### src/rtl/mesi_pkg.sv
package mesi_pkg;
    typedef enum logic [1:0] {LN_I = 2'd0, LN_S = 2'd1, LN_E = 2'd2, LN_M = 2'd3} line_st_t;
    typedef enum logic [1:0] {OP_NONE = 2'd0, OP_RD = 2'd1, OP_RFO = 2'd2, OP_INV = 2'd3} bus_op_t;
    typedef enum logic [1:0] {CF_IDLE = 2'd0, CF_REQ = 2'd1, CF_WAIT = 2'd2} core_fsm_t;
endpackage

### src/rtl/mesi_line_store.sv
module mesi_line_store
    import mesi_pkg::*;
#(
    parameter int IDX_W   = 8,
    parameter int ENTRIES = 4
) (
    input  logic             clk,
    input  logic             rst_n,
    input  logic [IDX_W-1:0] a_idx,
    output line_st_t         a_st,
    input  logic             a_we,
    input  line_st_t         a_wst,
    input  logic [IDX_W-1:0] b_idx,
    output line_st_t         b_st,
    input  logic             b_we,
    input  line_st_t         b_wst
);
    localparam int PTR_W = (ENTRIES > 1) ? $clog2(ENTRIES) : 1;

    line_st_t           st_q  [ENTRIES];
    logic [IDX_W-1:0]   tag_q [ENTRIES];
    logic [ENTRIES-1:0] a_hit, b_hit, free_v, alloc;
    logic [PTR_W-1:0]   vic_q;
    logic               fill;

    for (genvar g = 0; g < ENTRIES; g++) begin : g_ent
        assign a_hit[g]  = (st_q[g] != LN_I) && (tag_q[g] == a_idx);
        assign b_hit[g]  = (st_q[g] != LN_I) && (tag_q[g] == b_idx);
        assign free_v[g] = (st_q[g] == LN_I);
    end

    always_comb begin
        a_st = LN_I;
        b_st = LN_I;
        for (int i = 0; i < ENTRIES; i++) begin
            if (a_hit[i]) a_st = st_q[i];
            if (b_hit[i]) b_st = st_q[i];
        end
    end

    always_comb begin
        logic found;
        found = 1'b0;
        alloc = '0;
        for (int i = 0; i < ENTRIES; i++) begin
            if (free_v[i] && !found) begin
                alloc[i] = 1'b1;
                found    = 1'b1;
            end
        end
        if (!found) alloc[vic_q] = 1'b1;
    end

    assign fill = a_we && (a_hit == '0);

    always_ff @(posedge clk) begin
        if (!rst_n) begin
            for (int i = 0; i < ENTRIES; i++) begin
                st_q[i]  <= LN_I;
                tag_q[i] <= '0;
            end
            vic_q <= '0;
        end else begin
            for (int i = 0; i < ENTRIES; i++) begin
                if (a_we && (a_hit[i] || (fill && alloc[i]))) begin
                    st_q[i]  <= a_wst;
                    tag_q[i] <= a_idx;
                end else if (b_we && b_hit[i]) begin
                    st_q[i] <= b_wst;
                end
            end
            if (fill && (free_v == '0))
                vic_q <= (vic_q == PTR_W'(ENTRIES - 1)) ? '0 : vic_q + 1'b1;
        end
    end
endmodule

### src/rtl/mesi_snoop_resp.sv
module mesi_snoop_resp
    import mesi_pkg::*;
(
    input  logic     snp_valid,
    input  bus_op_t  snp_op,
    input  line_st_t cur_st,
    output logic     hit,
    output logic     supply,
    output logic     we,
    output line_st_t nxt_st
);
    always_comb begin
        hit    = 1'b0;
        supply = 1'b0;
        we     = 1'b0;
        nxt_st = cur_st;
        if (snp_valid && (cur_st != LN_I)) begin
            unique case (snp_op)
                OP_RD: begin
                    hit    = 1'b1;
                    supply = (cur_st == LN_M);
                    we     = 1'b1;
                    nxt_st = LN_S;
                end
                OP_RFO, OP_INV: begin
                    hit    = 1'b1;
                    supply = (cur_st == LN_M);
                    we     = 1'b1;
                    nxt_st = LN_I;
                end
                default: ;
            endcase
        end
    end
endmodule

### src/rtl/mesi_core_fsm.sv
module mesi_core_fsm
    import mesi_pkg::*;
#(
    parameter int IDX_W = 8
) (
    input  logic             clk,
    input  logic             rst_n,
    input  logic             core_req,
    input  logic             core_wr,
    input  logic [IDX_W-1:0] core_idx,
    input  line_st_t         cur_st,
    input  logic             snp_valid,
    input  bus_op_t          snp_op,
    input  logic [IDX_W-1:0] snp_idx,
    input  logic             bus_gnt,
    input  logic             bus_cmpl,
    input  logic             bus_shared,
    output logic             core_busy,
    output logic             core_done,
    output logic             bus_req,
    output bus_op_t          bus_op,
    output logic [IDX_W-1:0] bus_idx,
    output logic [IDX_W-1:0] look_idx,
    output logic             st_we,
    output line_st_t         st_wst
);
    core_fsm_t        st_q, st_d;
    bus_op_t          op_q, op_d;
    logic [IDX_W-1:0] idx_q, idx_d;
    logic             clash, lost;

    assign clash    = snp_valid && (snp_op != OP_NONE) && (snp_idx == core_idx);
    assign lost     = snp_valid && ((snp_op == OP_RFO) || (snp_op == OP_INV)) && (snp_idx == idx_q);
    assign look_idx = (st_q == CF_IDLE) ? core_idx : idx_q;

    always_ff @(posedge clk) begin
        if (!rst_n) begin
            st_q  <= CF_IDLE;
            op_q  <= OP_NONE;
            idx_q <= '0;
        end else begin
            st_q  <= st_d;
            op_q  <= op_d;
            idx_q <= idx_d;
        end
    end

    always_comb begin
        st_d  = st_q;
        op_d  = op_q;
        idx_d = idx_q;
        unique case (st_q)
            CF_IDLE: begin
                if (core_req && !clash) begin
                    idx_d = core_idx;
                    if (core_wr && (cur_st == LN_S)) begin
                        op_d = OP_INV;
                        st_d = CF_REQ;
                    end else if (cur_st == LN_I) begin
                        op_d = core_wr ? OP_RFO : OP_RD;
                        st_d = CF_REQ;
                    end
                end
            end
            CF_REQ: begin
                if (lost && (op_q == OP_INV)) op_d = OP_RFO;
                else if (bus_gnt)             st_d = CF_WAIT;
            end
            CF_WAIT: begin
                if (bus_cmpl) st_d = CF_IDLE;
            end
            default: st_d = CF_IDLE;
        endcase
    end

    always_comb begin
        core_busy = 1'b0;
        core_done = 1'b0;
        bus_req   = 1'b0;
        st_we     = 1'b0;
        st_wst    = LN_M;
        bus_op    = (st_q == CF_IDLE) ? OP_NONE : op_q;
        bus_idx   = idx_q;
        unique case (st_q)
            CF_IDLE: begin
                if (core_req) begin
                    if (clash) begin
                        core_busy = 1'b1;
                    end else if (core_wr && ((cur_st == LN_E) || (cur_st == LN_M))) begin
                        core_done = 1'b1;
                        st_we     = 1'b1;
                    end else if (!core_wr && (cur_st != LN_I)) begin
                        core_done = 1'b1;
                    end
                end
            end
            CF_REQ: begin
                core_busy = 1'b1;
                bus_req   = 1'b1;
            end
            CF_WAIT: begin
                core_busy = 1'b1;
                if (bus_cmpl) begin
                    core_done = 1'b1;
                    st_we     = 1'b1;
                    st_wst    = (op_q == OP_RD) ? (bus_shared ? LN_S : LN_E) : LN_M;
                end
            end
            default: ;
        endcase
    end
endmodule

### src/rtl/mesi_ctrl.sv
module mesi_ctrl
    import mesi_pkg::*;
#(
    parameter int IDX_W   = 8,
    parameter int ENTRIES = 4
) (
    input  logic             clk,
    input  logic             rst_n,
    input  logic             core_req,
    input  logic             core_wr,
    input  logic [IDX_W-1:0] core_idx,
    output logic             core_busy,
    output logic             core_done,
    output logic [1:0]       core_st,
    output logic             bus_req,
    output logic [1:0]       bus_op,
    output logic [IDX_W-1:0] bus_idx,
    input  logic             bus_gnt,
    input  logic             bus_cmpl,
    input  logic             bus_shared,
    input  logic             snp_valid,
    input  logic [1:0]       snp_op,
    input  logic [IDX_W-1:0] snp_idx,
    output logic             snp_hit,
    output logic             snp_supply
);
    line_st_t         a_st, b_st, a_wst, b_wst;
    logic             a_we, b_we;
    logic [IDX_W-1:0] look_idx;
    bus_op_t          bus_op_w;
    bus_op_t          snp_op_w;

    assign snp_op_w = bus_op_t'(snp_op);
    assign bus_op   = bus_op_w;
    assign core_st  = a_st;

    mesi_line_store #(.IDX_W(IDX_W), .ENTRIES(ENTRIES)) u_store (
        .clk   (clk),
        .rst_n (rst_n),
        .a_idx (look_idx),
        .a_st  (a_st),
        .a_we  (a_we),
        .a_wst (a_wst),
        .b_idx (snp_idx),
        .b_st  (b_st),
        .b_we  (b_we),
        .b_wst (b_wst)
    );

    mesi_snoop_resp u_snoop (
        .snp_valid (snp_valid),
        .snp_op    (snp_op_w),
        .cur_st    (b_st),
        .hit       (snp_hit),
        .supply    (snp_supply),
        .we        (b_we),
        .nxt_st    (b_wst)
    );

    mesi_core_fsm #(.IDX_W(IDX_W)) u_fsm (
        .clk        (clk),
        .rst_n      (rst_n),
        .core_req   (core_req),
        .core_wr    (core_wr),
        .core_idx   (core_idx),
        .cur_st     (a_st),
        .snp_valid  (snp_valid),
        .snp_op     (snp_op_w),
        .snp_idx    (snp_idx),
        .bus_gnt    (bus_gnt),
        .bus_cmpl   (bus_cmpl),
        .bus_shared (bus_shared),
        .core_busy  (core_busy),
        .core_done  (core_done),
        .bus_req    (bus_req),
        .bus_op     (bus_op_w),
        .bus_idx    (bus_idx),
        .look_idx   (look_idx),
        .st_we      (a_we),
        .st_wst     (a_wst)
    );
endmodule

### config.mk
export PLATFORM = sky130hd
export DESIGN_NAME = mesi_ctrl
export DESIGN_NICKNAME = d
export VERILOG_FILES = /design/src/rtl/mesi_pkg.sv /design/src/rtl/mesi_line_store.sv /design/src/rtl/mesi_snoop_resp.sv /design/src/rtl/mesi_core_fsm.sv /design/src/rtl/mesi_ctrl.sv
export SDC_FILE = /design/constraint.sdc
export NUM_CORES = 1
export LEC_CHECK = 0
export ABC_CLOCK_PERIOD_IN_PS = 8880
export BUFFER_PORTS_ARGS = -buffer_cell sky130_fd_sc_hd__buf_2
export CAP_MARGIN = 20
export CORE_MARGIN = 2
export CORE_UTILIZATION = 35
export DETAILED_ROUTE_END_ITERATION = 7
export GPL_TIMING_DRIVEN = 0
export PLACE_DENSITY = 0.6
export SYNTH_ARGS = -nofsm -noshare
export SYNTH_HDL_FRONTEND = slang
export SYNTH_SLANG_ARGS = --single-unit
### constraint.sdc
create_clock -name clk -period 8.88 [get_ports clk]
set_input_delay 0.444 -clock clk [delete_from_list [all_inputs] [get_ports clk]]
set_output_delay 0.444 -clock clk [all_outputs]
set_load 0.005 [all_outputs]
==> results summary <==
The flow ran to the end, and the final reports show no timing, DRC or antenna violations. Measured in cells, the most critical reg-to-reg path has a length of 12. Of the cells placed in the final design, the portion with a size suffix greater than 1 is 0.1749. The pin count of the biggest net entering global routing came out at 18. The count of maximum capacitance violations came out at 0.

The worst endpoint required time is between 8 and 9 ns. The headroom to the max-slew limit came out at 0.3643. The worst-path maximum fanout is 8. Measured against the total synthesized area, the mux share comes to 0.08559.

The weighted congestion reported at the end of routability-driven placement is around 0.92. The instance area at placement came out at 4175 um2. The signal on the critical path passes through inv_1, ha_1, mux2i_2, xnor2_1, nor4_4, nand3_2, or3b_1, o2111a_1, or2_2, a21oi_1, nor2_1, buf_2. The fraction of the mapped netlist area in compound gates is 0.07645. The clock-pin transition on the worst setup and hold timing paths came out at 0.10 ns. The capturing point of the worst reg2reg path is u_store.tag_q[3][0]. The number of buffers inserted for hold repair after clock tree synthesis is 0. The cell area that synthesis handed to floorplanning was 3830 um2. The die covers ~12000 um2. The most used flip-flop cell after synthesis is sky130_fd_sc_hd__edfxtp_1.

By count the netlist is led by 63 x sky130_fd_sc_hd__xnor2_1, 51 x sky130_fd_sc_hd__nor2_1, 40 x sky130_fd_sc_hd__edfxtp_1. The area share of and/or/nand/nor cells after synthesis is 0.2003. The post-CTS setup buffer count came out at 0. In the finished design, the share of the clock period the worst path needs comes to 0.4897. The critical path launch point is u_fsm.st_q[1]. The pre-antenna-repair detailed-routing pass consisted of 5 iterations. By area, the combinational part of the netlist is dominated by simple AND/OR/NAND/NOR gates. The number of H-tree levels came out at 2. The die boundary height is 108.6 um. The total power is between 0.6 and 0.7 mW. The total number of vias is roughly 3k. The final-layout setup total negative slack came out at 0 ns. The area share of the largest cell type after synthesis is 0.3136.

In the routed layout, each cell is associated on average with a via count of about 5.2. After layout, the minimum clock period comes to approximately 4.3 ns. The number of flops mapped to enable cells by yosys is 40. The via count of the first global-routing pass is about 2.9k. The area overhead of the layout relative to synthesis came out at 11.34%. The most common cell in the synthesized netlist is sky130_fd_sc_hd__xnor2_1. Setup repair after global routing left no endpoint under its margin. On the final layout, the worst hold slack is roughly 0.4 ns. For this block, the routed nets add up to around 10000 um of wire.

The final count of hold timing violations is 0. After detailed routing, the average wire length per cell comes to 17.74 um. The first-pass GRT wire length is about 16000 um.

The number of buffers added by the clock tree synthesis step is 5. The number of diodes added for antenna fixing is 0. The initial antenna violation count came out at 0. In this run the most critical hold path is launched from core_wr. After floorplanning, the core was sized to cover between 10000 and 15000 um2.

The slew of the pin with the lowest slew margin came out at 0.9351 ns. The number of port buffers is 34. By area the synthesized netlist is led by sky130_fd_sc_hd__edfxtp_1 31%, sky130_fd_sc_hd__xnor2_1 14%, sky130_fd_sc_hd__dfxtp_1 7.3%, sky130_fd_sc_hd__nor2_1 5.0%, sky130_fd_sc_hd__xor2_1 3.9%. The net count after synthesis is about 420.

The number of warning messages in the yosys log is 0. The aggregate global routing overflow is 0. The insertion delay of the later-clocked pin in the worst-skew pair came out at 0.32 ns. The number of cell rows came out at 38. The cell leakage power came out at roughly 1.6 nW. The worst path arrival time is between 3 and 4 ns. TritonCTS built the clock tree.

The maximum clock path buffer count is 2. The worst-case register-to-register setup slack is about 4.8 ns. The clock sink count came out at 54. The initial standard-cell utilization of the core came out at 0.3564. The DRC violation count after routing is 0. The number of instances resized during post-cts repair is 0. The synthesized area per cell came out at roughly 10 um2. The peak supply drop is about 0.073 mV. The longest individual stage delay on the worst path is around 0.8 ns. The slowest cell on the critical path is sky130_fd_sc_hd__mux2i_2. The number of violations reported at the end of detailed-routing iteration 0 came out at ~160.

The worst hold path endpoint is u_fsm.op_q[1]. The share of the Yosys chip area taken by registers is 0.3868. The post-route clock skew is around 0.0056 ns. The number of different library cells in the post-synthesis netlist is between 50 and 60.

The worst register-to-register path begins at u_fsm.st_q[1]. The final count of negative-setup-slack endpoints came out at 0. Counting instances, the worst hold path has a depth of 2.

The power per standard cell area came out at about 150 nW/um2. The worst setup path is of the flop to primary output kind. The cell count after synthesis came out at 381. The post-synthesis async set-or-reset flop share is 0. In this run the count of I/O pins placed on the die edge is 43.

Counting flops and latches in the post-synthesis netlist gives between 50 and 60. STA classifies the critical path endpoint as a primary output. The placed wire-length estimate came out at between 7000 and 8000 um.

Based on the critical path, the design can be clocked at up to around 0.23 GHz. The worst hold-check path type is input port to flop. Of the total synthesized cell area, the portion taken by XOR and XNOR cells is 0.1829.

The post-synthesis adder-cell area fraction is 0.02940. The type of element launching the critical path is a flop. The design area is around 4300 um2. Of all cell types, the one taking the most synthesized area is sky130_fd_sc_hd__edfxtp_1.

The overall fraction of global-route tracks in use came out at 0.1774. The number of antenna-violating nets in the routed design came out at 0. The cell sitting at the root of the clock tree is a sky130_fd_sc_hd__clkbuf_8. In this run the horizontal extent of the chip is approximately 110 um. The max-slew violation total from the final report is 0.

The net total in the final layout came out at about 460.
layout by cell type (no fill, tap or decap), types with 3 or more instances in the layout:
master	count
sky130_fd_sc_hd__clkbuf_8	5
sky130_fd_sc_hd__mux2_2	3
sky130_fd_sc_hd__mux2i_1	12
sky130_fd_sc_hd__mux2i_4	6
sky130_fd_sc_hd__xor2_1	17
sky130_fd_sc_hd__o21a_1	3
sky130_fd_sc_hd__xnor2_1	63
sky130_fd_sc_hd__nand2b_1	3
sky130_fd_sc_hd__o211ai_1	5
sky130_fd_sc_hd__nand2_1	17
sky130_fd_sc_hd__nand4_1	10
sky130_fd_sc_hd__nand4b_1	3
sky130_fd_sc_hd__dfxtp_1	14
sky130_fd_sc_hd__ha_1	9
sky130_fd_sc_hd__nor4_1	7
sky130_fd_sc_hd__nor2b_1	8
sky130_fd_sc_hd__nor2_1	51
sky130_fd_sc_hd__or2_2	4
sky130_fd_sc_hd__nand3_1	9
sky130_fd_sc_hd__or4_1	4
sky130_fd_sc_hd__nand3_2	5
sky130_fd_sc_hd__nor3_1	8
sky130_fd_sc_hd__o21ai_0	10
sky130_fd_sc_hd__buf_2	34
sky130_fd_sc_hd__a21oi_1	5
sky130_fd_sc_hd__edfxtp_1	40
sky130_fd_sc_hd__clkbuf_1	12
sky130_fd_sc_hd__inv_1	17
area by class of cell:
| type | instances | area (um2) |
|---|---|---|
| tap | 140 | 175.2 |
| inverter | 17 | 63.81 |
| clock buffer | 5 | 68.82 |
| buffer | 15 | 83.83 |
| clock inverter | 3 | 20.02 |
| multi-input combinational | 295 | 2201 |
| fill | 1072 | 6481 |
| sequential | 54 | 1481 |
| timing repair buffer | 34 | 170.2 |
metal layers:
layer  track usage  vias to the layer above  routed length [um]
met4       0.08425                        0                 332
met5             0                        -                   0
met1        0.2281                     1435                4447
li1              -                     1419                   -
met3       0.02411                       21                 370
met2        0.2938                       75                4837
how the worst max path moves through the flow:
stage | depth (start not counted) | endpoint
after floorplan | 13 | core_done
after global placement | 12 | u_store.tag_q[2][7]
after detailed placement | 12 | u_store.tag_q[3][0]
after CTS | 12 | core_done
after global routing | 12 | core_done
final | 12 | core_done
cell families (layout without fill, tap and decap cells):
group,Yosys count,after routing
AO/OA/AOI/OAI,41,41
XOR/XNOR,80,80
adder cells (fa/ha/maj),9,9
buffers and inverters,32,74
flip-flops,54,54
multiplexers,24,24
AND/OR/NAND/NOR,141,141
worst max-delay path, delay by kind of cell, from the launching register on:
family,cells,cell delay (ns)
buf+inv,2,0.23
fa+ha+maj,1,0.25
flops,1,0.36
xor+xnor,1,0.21
simple gates,5,1.36
mux,1,0.81
compound gates,2,0.35
metrics by stage:
stage | instances | util | worst slack [ns]
6_report | 563 | 0.3968 | 4.531
3_5_place_dp | 555 | 0.3886 | 4.890
2_1_floorplan | 381 | - | 5.612
4_1_cts | 563 | 0.3968 | 4.598
5_1_grt | 563 | 0.3968 | 4.273
3_3_place_gp | 555 | 0.3886 | 4.911
registers in the layout, summed over array words and instances (netlist names):
| signal | cells |
|---|---|
| u_fsm.bus_idx | 8 |
| u_fsm.op_q | 2 |
| u_fsm.st_q | 2 |
| u_store.st_q | 8 |
| u_store.tag_q | 32 |
| u_store.vic_q | 2 |
where the power goes:
part / internal, mW / switching (mW)
clock: 0.0558 / 0.0875
sequential: 0.285 / 0.0156
combinational: 0.0925 / 0.118
total: 0.433 / 0.221
Power figures use the tool's default switching activity.
